**src/rtl/hebb_synapse.sv**
```systemverilog
module hebb_synapse #(
  parameter int unsigned W       = 16,
  parameter int unsigned STEP    = 66,
  parameter int unsigned EXC_LIM = 21627,
  parameter int unsigned INH_LIM = 43254
) (
  input  logic         clk,
  input  logic         rst_n,
  input  logic         upd,
  input  logic         pre_act,
  input  logic         post_act,
  output logic [W-1:0] res_q,
  output logic [1:0]   trit
);

  localparam logic [W-1:0] MID  = W'(1) << (W - 1);
  localparam logic [W-1:0] TOP  = '1;
  localparam logic [W-1:0] STP  = W'(STEP);
  localparam logic [W-1:0] ELIM = W'(EXC_LIM);
  localparam logic [W-1:0] ILIM = W'(INH_LIM);

  logic         learn;
  logic [W-1:0] dec_v, inc_v;

  assign learn = upd && pre_act;
  assign dec_v = (res_q < STP)       ? '0  : res_q - STP;
  assign inc_v = (res_q > TOP - STP) ? TOP : res_q + STP;

  always_ff @(posedge clk) begin
    if (!rst_n)
      res_q <= MID;
    else if (learn)
      res_q <= post_act ? dec_v : inc_v;
  end

  assign trit = (res_q < ELIM) ? 2'b01 :
                (res_q > ILIM) ? 2'b11 : 2'b00;


  a_r1_reset_mid: assert property (@(posedge clk)
    !rst_n |=> (res_q == MID));


  a_r2_strengthen: assert property (@(posedge clk) disable iff (!rst_n)
    (upd && pre_act && post_act && res_q >= STP) |=> (res_q == $past(res_q) - STP));


  a_r3_weaken: assert property (@(posedge clk) disable iff (!rst_n)
    (upd && pre_act && !post_act && res_q <= TOP - STP) |=> (res_q == $past(res_q) + STP));


  a_r4_hold: assert property (@(posedge clk) disable iff (!rst_n)
    !(upd && pre_act) |=> $stable(res_q));


  a_r5_floor: assert property (@(posedge clk) disable iff (!rst_n)
    (upd && pre_act && post_act && res_q < STP) |=> (res_q == '0));


  a_r6_ceiling: assert property (@(posedge clk) disable iff (!rst_n)
    (upd && pre_act && !post_act && res_q > TOP - STP) |=> (res_q == TOP));


  a_r9_no_bad_code: assert property (@(posedge clk) disable iff (!rst_n)
    trit != 2'b10);

endmodule

```
**config.mk**
```make
export PLATFORM = sky130hd
export DESIGN_NAME = hebb_synapse
export DESIGN_NICKNAME = d
export VERILOG_FILES = /design/src/rtl/hebb_synapse.sv
export SDC_FILE = /design/constraint.sdc
export NUM_CORES = 1
export LEC_CHECK = 0
export ABC_CLOCK_PERIOD_IN_PS = 4120
export BUFFER_PORTS_ARGS = -buffer_cell sky130_fd_sc_hd__buf_2
export CAP_MARGIN = 0
export CELL_PAD_IN_SITES_DETAIL_PLACEMENT = 0
export CELL_PAD_IN_SITES_GLOBAL_PLACEMENT = 1
export CORE_UTILIZATION = 44
export CTS_CLUSTER_DIAMETER = 150
export DETAILED_ROUTE_END_ITERATION = 8
export PLACE_DENSITY_LB_ADDON = 0.1
export SLEW_MARGIN = 20
export SYNTH_ARGS = -nofsm -noshare
export SYNTH_HDL_FRONTEND = slang
export SYNTH_SLANG_ARGS = --single-unit
```
**constraint.sdc**
```tcl
create_clock -name clk -period 4.12 [get_ports clk]
set_clock_uncertainty 0.1 [all_clocks]
set_input_delay 0.824 -clock clk [delete_from_list [all_inputs] [get_ports clk]]
set_output_delay 0.824 -clock clk [all_outputs]
set_load 0.1 [all_outputs]
```
# == After elaboration in Yosys (flattened, before gate mapping) ==
# Cells that the tools add are included.
# op_classes
muxes,5
order_cmp,4
n_reduce_logical,1
add_sub_neg,2
# ops
cell,count
two-way mux 16 bit,3
"> comparator 16 bit, second input constant",2
"adder 16 x 7 -> 16 bit, second input constant",1
"less-than comparator 16 x 15 -> 1 bit, second input constant",1
"less-than comparator 16 x 7 -> 1 bit, second input constant",1
"subtractor 16 x 7 -> 16 bit, second input constant",1
two-way mux 2 bit,2
logical AND 1 bit,1
# totals
out_inout_bits,18
register_bits,16
inputBits,5

# == Logic depth before layout (Yosys ltp) ==
# Gate-level depths: netlist (run 1).
# depth
word_depth,3
ltp_mapped,8

# == Worst setup path after synthesis (run 1) ==
# Ideal clock, no wire load.
# synth_path
kind,reg2out
from,register res_q[6]
to,output trit[0]
arrival_time_ns,2.680
path_stages_with_launch,7
t_required_ns,3.196
slack_ns,0.516
path_cell_list,dfxtp_1 clkbuf_1 nand4_1 o21ai_0 a21oi_1 nor2b_1 o22a_1
# synth_between
elab_chain_cells,3
elab_cells_between_ends,4
classes_between,order compare: 2; mux: 2
# synth_lines
item,line_no,text
start: declaration,12,"output logic [W-1:0] res_q,"
start signal: assignment,33,res_q <= post_act ? dec_v : inc_v;
> comparator 16 bit,37,(res_q > ILIM) ? 2'b11 : 2'b00;
two-way mux 2 bit,37,
two-way mux 2 bit (*),36,assign trit = (res_q < ELIM) ? 2'b01 :
end: declaration,13,output logic [1:0] trit
# Every way passes the cells marked *; elsewhere a longest branch is shown, timed or not.

# == Worst setup path in the final report (run 1) ==
# Ends and elaborated chain as after synthesis.

==> results of run 1 <==
-- layer usage --
metal	track usage, %	wire length (microns)
met2	41.4	1970
met1	39.9	2190
met3	4.90	200
met5	0	0
met4	4.98	19
-- tightest hold or removal path, delay by kind of cell (launching register included) --
family,cells,cell delay (ns)
AOI/OAI and AO/OA,2,0.19
DFF,1,0.37
-- cell usage in the layout (no fill, tap or decap), types with 4 or more instances in the layout --
master and n:
dfxtp_1 16, nor4_1 4, or4_1 4, o21ai_0 20, xor2_1 5, xnor2_1 6
nand3_1 5, a21oi_1 10, nand4_1 6, a31oi_1 10, nor3_1 8, nor2_1 9
inv_1 5, o21a_1 4, nand2_1 13, buf_2 22
-- power groups by stage --
stage / clock network [uW] / registers (uW) / logic [uW]
3_3_place_gp: 0 / 202 / 230
3_5_place_dp: 0 / 204 / 231
2_1_floorplan: 0 / 253 / 147
6_report: 84.2 / 201 / 232
5_1_grt: 95.1 / 205 / 250
4_1_cts: 88.8 / 200 / 231
-- area by class of cell --
| class | count | share of cell area [%] |
|---|---|---|
| timing repair buffer | 22 | 6.98 |
| tap | 44 | 3.49 |
| sequential | 16 | 20.3 |
| clock buffer | 3 | 1.43 |
| multi-input combinational | 157 | 66.6 |
| inverter | 5 | 1.19 |
-- metrics by stage --
stage | total power [uW] | hold WS, ns | setup WS, ns | util, % | instance area (sq um)
2_1_floorplan | 400 | 0.862 | 0.516 | - | 1500
3_3_place_gp | 432 | 0.465 | 1.40 | 49.3 | 1550
3_5_place_dp | 434 | 0.475 | 1.36 | 49.3 | 1550
4_1_cts | 520 | 0.490 | 1.02 | 50.0 | 1580
5_1_grt | 551 | 0.527 | 0.855 | 50.0 | 1580
6_report | 517 | 0.496 | 1.00 | 50.0 | 1580
-- synth_stat cells, drive strengths merged (4+ instances only) --
master   n
a21oi   10
a31oi   11
buf      8
clkbuf  16
dfxtp   16
inv      5
nand2   13
nand3    5
nand4    6
nor2     9
nor3     8
nor4     4
o21a     4
o21ai   21
or4      5
xnor2    6
xor2     5
-- worst min path at each step --
| stage | start | to | slack [ns] | cells past startpoint |
|---|---|---|---|---|
| 6_report | res_q[0] | res_q[0] | 0.50 | 2 |
| 5_1_grt | res_q[0] | res_q[0] | 0.53 | 2 |
| 4_1_cts | res_q[0] | res_q[0] | 0.49 | 2 |
| 3_5_place_dp | res_q[0] | res_q[0] | 0.47 | 2 |
| 3_3_place_gp | res_q[0] | res_q[0] | 0.47 | 2 |
| 2_1_floorplan | rst_n | res_q[10] | 0.86 | 2 |
-- kinds of logic after synthesis --
kind of cell | Yosys count | share of synthesized area [%]
compound gates | 78 | 36.9
mux | 2 | 1.34
simple gates | 64 | 23.7
buf+inv | 29 | 8.52
xor+xnor | 11 | 6.43
flops | 16 | 21.4
fa+ha+maj | 2 | 1.67
==> reports/results.tsv, run 1 <==
metric	value	unit
status	completed	
worst path buffer plus inverter count	1	
pwr dens	328	nW/um^2
P&R area growth vs syn	5.26	%
Vias	1601	
Via density	6.48	
worst r2r src	res_q[1]	
Area contributors post-synth	dfxtp_1, o21ai_0, a31oi_1, clkbuf_1, xnor2_1	
diode count	0	
Final nets	212	
layout cells sized above 1	16.7	%
Fill cells	338	
initial antenna violation count	0	
vias in the first global route	1363	
CTS hold repair buffers	0	
Mapped Area	1500	sq um
crit-path cells	nand4_1, o21ai_0, a21oi_1, nor2b_1, o22a_1, buf_2	
First-pass DRT Iterations	4	
CP required	3.20	ns
CP startpoint	res_q[6]	
Yosys warnings	0	
Worst setup EP type	output pin	
sequential fraction of design power	38.8	%
Worst R2R Path Depth	5	
Wirelength per Cell	17.7	microns
first-pass GRT wire length	7.27	mm
Total GRT Usage	27.1	%
Pleak	0.000634	uW
largest registers	res_q: 16 flops	
Placed Instances	244	
cell internal pwr	265	uW
clk_lat worst skew	0.28	ns
reg2reg setup slack	1.60	ns
clock buffer count from CTS	3	
post-route minimum period	3.12	ns
multi-input logic area	1050	sq um
max reg flops	16	
core area	3150	sq um
htree depth	1	
Routed Antenna Nets	0	
CTS tree	done	
Yosys top cell area share	21.4	%
Slew headroom	43.8	%
clock slew at reported path FFs	0.09	ns
RSZ-0062 raised after global routing	no	
period utilisation layout	75.6	%
GRT Residual Overflow	0	
Sink Count	16	
Most flops, register	res_q	
Setup crit end	trit[0]	
dpl hpwl	2.94	mm
gpl congestion	0.853	
CP max FO	14	
Die Y	60.3	microns
Clk pwr share	16.3	%
final setup violation count	0	
FF-to-FF End	res_q[13]	
register area share after synthesis	21.4	%
Die ar.	3640	sq um
row count	20	
endpoints failing hold	0	
sw frac	48.8	%
Die Width	60.3	microns
IO buf count	22	
Starting DRT DRC Count	133	
CTS-repair resized insts	0	
synthesized instance count	202	
EDFF count, synth	0	
Sum Neg Setup Slack	0	ns
Primary FF master, synth	dfxtp_1	
worst-margin pin slew	0.842	ns
fin cells	247	
number of buffers added for setup after CTS	0	
WS Path Type	reg -> out	
Max VDD drop	0.000152	V
CTS max path bufs	2	
final WL	4.38	mm
largest net degree at the start of global routing	18	
Avg Synthesized Cell Area	7.41	sq um
fraction of registers with async set/reset	0	%
net switching power	252	uW
Distinct cells, synth	55	
Logic pwr share	44.9	%
max-cap violations	0	
clk root buf	clkbuf_4	
Reg area	320	sq um
Slowest-stage cell, CP	dfxtp_1	
# IOs	23	
Starting Density	47.5	%
Worst Path Arrival	2.19	ns
post-synth net total	209	
Fmax achieved	321	MHz
nature of the critical path startpoint	register	
cell taking the most area after synthesis	dfxtp_1	
Seq cells post-synth	16	
drt drc	0	
WP depth	6	
Slew Viols, Final	0	
crit-path leading delay family	flip-flops	
critical path's largest stage delay	0.69	ns
Hold Crit Class	reg -> reg	
(Power assumes the default switching activity.)
==> run 2: changes to the inputs <==
- ABC_CLOCK_PERIOD_IN_PS: 4120 -> 2950
- CORE_UTILIZATION: 44 -> 41
- clock period: 4.12 -> 2.95 ns (I/O delays scaled with it)
==> reports/results.tsv, run 2 (synthesis results as in run 1) <==
metric	value	unit	change
pwr dens	472	nW/um^2	+44%
vias in the first global route	1494		+9.6%
P&R area growth vs syn	10.0	%	
multi-input logic area	1050	sq um	+0.24%
Die Y	62.4	microns	+3.5%
Placed Instances	252		+3.3%
fin util	48.2	%	-1.8 points
largest net degree at the start of global routing	17		-1
WP depth	6		unchanged
crit-path leading delay family	flip-flops		
Fmax achieved	358	MHz	
Die ar.	3900	sq um	+7.1%
max reg flops	16		unchanged
CTS tree	done		
worst path buffer plus inverter count	1		unchanged
# IOs	23		unchanged
post-route minimum period	2.79	ns	
nature of the critical path startpoint	register		
worst-margin pin slew	0.668	ns	-0.175 ns
most frequent cells in the layout	buf_2, o21ai_0, nand2_1		
final setup violation count	0		unchanged
Vias	1636		+2.2%
Most flops, register	res_q		
CTS hold repair buffers	0		unchanged
max-cap violations	0		unchanged
CP required	2.26	ns	-0.94 ns
net switching power	370	uW	+47%
layout cells sized above 1	22.4	%	+5.6 points
clock slew at reported path FFs	0.11	ns	+0.02 ns
Hold Crit Class	reg -> reg		
crit-path cells	and3_1, nand2_1, o21ai_0, a31oi_1, o22a_2, clkbuf_4		
WS Path Type	reg -> out		
clk root buf	clkbuf_4		
Slew headroom	55.3	%	+11 points
period utilisation layout	94.6	%	
clk_lat worst skew	0.31	ns	+0.03 ns
CP max FO	13		-1
Final nets	218		+2.8%
commonest non-fill, non-tap cell in the layout	buf_2		
reg2reg setup slack	0.60	ns	-1.00 ns
Starting DRT DRC Count	95		-29%
row count	21		+5.0%
CTS max path bufs	2		unchanged
gpl congestion	0.856		+0.32%
Reg area	325	sq um	+1.6%
Worst R2R Path Depth	7		+2
Worst setup EP type	output pin		
Sink Count	16		unchanged
RSZ-0062 raised after global routing	no		
First-pass DRT Iterations	4		unchanged
critical path's largest stage delay	0.62	ns	-0.07 ns
Wirelength per Cell	17.4	microns	-1.9%
GRT Residual Overflow	0		unchanged
sequential fraction of design power	36.1	%	-2.7 points
diode count	0		unchanged
drt drc	0		unchanged
cell internal pwr	407	uW	+53%
Slew Viols, Final	0		unchanged
initial antenna violation count	0		unchanged
first-pass GRT wire length	7.47	mm	+2.8%
endpoints failing hold	0		unchanged
Pleak	0.000674	uW	+6.3%
largest registers	res_q: 16 flops		
Logic pwr share	43.0	%	-1.9 points
FF-to-FF End	res_q[15]		
IO buf count	22		unchanged
worst hold path startpoint	res_q[0]		
final WL	4.45	mm	+1.7%
Clk pwr share	20.9	%	+4.6 points
fin cells	256		+3.6%
clock buffer count from CTS	3		unchanged
Die Width	62.4	microns	+3.5%
sw frac	47.7	%	-1.1 points
Max VDD drop	0.000154	V	+1.5%
core area	3420	sq um	+8.3%
dpl hpwl	3.14	mm	+6.7%
Starting Density	43.8	%	-3.7 points
Worst Path Arrival	2.10	ns	-0.09 ns
htree depth	1		unchanged
Via density	6.39		-1.4%
status	completed		
CP startpoint	res_q[3]		
worst r2r src	res_q[2]		
Fill cells	358		+5.9%
Slowest-stage cell, CP	dfxtp_1		
Total GRT Usage	23.9	%	-3.3 points
Routed Antenna Nets	0		unchanged
Setup crit end	trit[0]		
[run 2: worst min-delay path, stage by stage (launching register included)]
cell and delay (ns):
dfxtp_1 0.37, a21oi_1 0.12, a311oi_1 0.05
[run 2: area by class of cell]
class                      count  share of cell area (%)
clock buffer                   4                    2.20
multi-input combinational    157                    63.9
sequential                    16                    19.7
inverter                       5                    1.14
tap                           46                    3.49
timing repair buffer          28                    9.57
[run 2: power by group through the flow]
stage	Sequential [uW]	Combinational (uW)	Clock, uW
detailed placement	284	331	0
global placement	282	332	0
finish	281	334	162
global route	286	356	180
CTS	278	333	164
floorplan	354	206	0
[run 2: what timing repair did]
action	in CTS	in global routing
setup buffers	0	0
gates resized for setup	0	3
endpoints found under the setup margin	0	2
[run 2: routing by layer]
layer	track usage [%]	part of all wire, %
met1	34.1	47
met2	36.7	47
met3	2.19	5.2
met4	9.30	1.7
met5	0	0
[run 2: worst min-delay path by stage]
stage	to	cells past startpoint
global placement	res_q[0]	2
finish	res_q[0]	2
detailed placement	res_q[0]	2
global route	res_q[0]	2
floorplan	res_q[10]	2
CTS	res_q[0]	2
[run 2: metrics by stage]
step	instance area [sq um]	power, uW	hold WS, ns	worst slack (ns)	setup TNS (ns)
floorplan	1500	559	0.628	-0.0832	-0.0832
global placement	1610	614	0.456	0.511	0
detailed placement	1610	615	0.467	0.514	0
CTS	1640	775	0.483	0.163	0
global route	1650	822	0.508	0.0258	0
finish	1650	777	0.481	0.158	0
==> run 3: changes to the inputs <==
--- a/constraint.sdc
+++ b/constraint.sdc
@@ -3,3 +3,3 @@
 set_input_delay 0.59 -clock clk [delete_from_list [all_inputs] [get_ports clk]]
 set_output_delay 0.59 -clock clk [all_outputs]
-set_load 0.1 [all_outputs]
+set_load 0.01 [all_outputs]
==> reports/results.tsv, run 3 (synthesis results as in run 1) <==
metric	value	unit	change
clock buffer count from CTS	3		unchanged
First-pass DRT Iterations	4		unchanged
core area	3420	sq um	unchanged
RSZ-0062 raised after global routing	no		
IO buf count	22		unchanged
period utilisation layout	88.0	%	-6.6 points
htree depth	1		unchanged
gr busiest metal	met2		
CTS hold repair buffers	0		unchanged
first-pass GRT wire length	7.89	mm	+5.5%
status	completed		
CP required	2.26	ns	about the same
final WL	4.71	mm	+5.7%
# IOs	23		unchanged
Die Width	62.4	microns	unchanged
Via density	6.47		+1.2%
endpoints failing hold	0		unchanged
most frequent cells in the layout	buf_2, o21ai_0, dfxtp_1		
Slew headroom	53.1	%	-2.2 points
met3 global-route usage	3.47	%	+1.3 points
Fmax achieved	385	MHz	+7.5%
drt drc	0		unchanged
Wirelength per Cell	18.2	microns	+4.9%
clk root buf	clkbuf_4		
row count	21		unchanged
Pleak	0.000680	uW	+0.79%
WHS	0.489	ns	+0.00781 ns
Most flops, register	res_q		
Total GRT Usage	25.5	%	+1.6 points
number of buffers added for setup after CTS	0		unchanged
Die ar.	3900	sq um	unchanged
Starting DRT DRC Count	118		+24%
Vias	1668		+2.0%
diode count	0		unchanged
final setup violation count	0		unchanged
Final nets	221		+1.4%
Starting Density	43.8	%	unchanged
Worst setup EP type	output pin		
post-route minimum period	2.60	ns	-0.195 ns
Sum Neg Setup Slack	0	ns	unchanged
M1 GR Usage	34.9	%	+0.82 points
GRT Residual Overflow	0		unchanged
P&R area growth vs syn	9.94	%	about the same
met2 usage	39.5	%	+2.9 points
clock slew at reported path FFs	0.10	ns	about the same
dpl hpwl	3.26	mm	+3.8%
fin util	48.2	%	about the same
largest registers	res_q: 16 flops		
CP max FO	13		unchanged
Die Y	62.4	microns	unchanged
commonest non-fill, non-tap cell in the layout	buf_2		
cell area after layout	1650	sq um	about the same
CTS-repair resized insts	0		unchanged
vias in the first global route	1511		+1.1%
worst-margin pin slew	0.701	ns	+0.0334 ns
CTS tree	done		
Max VDD drop	0.000162	V	+5.0%
multi-input logic area	1050	sq um	-0.24%
gpl congestion	0.873		+2.0%
Slew Viols, Final	0		unchanged
clk_lat worst skew	0.30	ns	about the same
placed inst area	1620	sq um	+1.1%
pwr dens	384	nW/um^2	-19%
layout cells sized above 1	20.3	%	-2.1 points
Hold Crit Class	reg -> reg		
Sink Count	16		unchanged
max-cap violations	0		unchanged
nature of the critical path startpoint	register		
largest net degree at the start of global routing	17		unchanged
max reg flops	16		unchanged
CTS max path bufs	2		unchanged
Worst Path Arrival	1.91	ns	-0.19 ns
WS Path Type	reg -> out		
initial antenna violation count	0		unchanged
Reg area	320	sq um	-1.5%
Fill cells	382		+6.7%
Routed Antenna Nets	0		unchanged
## run 3: cell count changes in the layout (fill, tap and decap cells not counted), sizes merged
| cell | delta |
|---|---|
| buf | +4 |
| clkbuf | -2 |
## run 3: critical path, stage by stage, from the launching register on
cell	delay, ns
dfxtp_1	0.61
and3_1	0.35
nand2_1	0.09
o21ai_0	0.15
a31oi_1	0.10
o22a_1	0.17
buf_2	0.13
## run 3: worst paths after layout
| path | startpoint | endpoint | slack (ns) | cells past startpoint |
|---|---|---|---|---|
| worst max-delay path | res_q[3] | trit[0] | 0.35 | 6 |
| worst min-delay path | res_q[0] | res_q[0] | 0.49 | 2 |
| worst max register to register | res_q[1] | res_q[13] | 0.53 | 7 |
| worst min register to register | res_q[0] | res_q[0] | 0.49 | 2 |
## run 3: per-stage QoR
stage	total power (uW)	cells	setup slack, ns
2_1_floorplan	438	202	0.689
3_3_place_gp	497	255	0.657
3_5_place_dp	502	255	0.584
6_report	633	258	0.353
4_1_cts	629	258	0.347
5_1_grt	669	258	0.219
## run 3: layout make-up
class | instances | share of cell area, %
Multi-Input combinational cell | 157 | 63.8
Tap cell | 46 | 3.50
Inverter | 5 | 1.14
Clock buffer | 3 | 1.37
Timing Repair Buffer | 31 | 10.8
Sequential cell | 16 | 19.5
## run 3: power breakdown
group	switching, uW	internal [uW]
sequential	42.2	231
clock	83.6	47.6
combinational	127	102
total	253	380
## run 3: layer usage
layer	wire (microns)	part of all wire (%)
met3	340	7.2
met5	0	0
met4	87	1.8
met1	2160	46
met2	2120	45
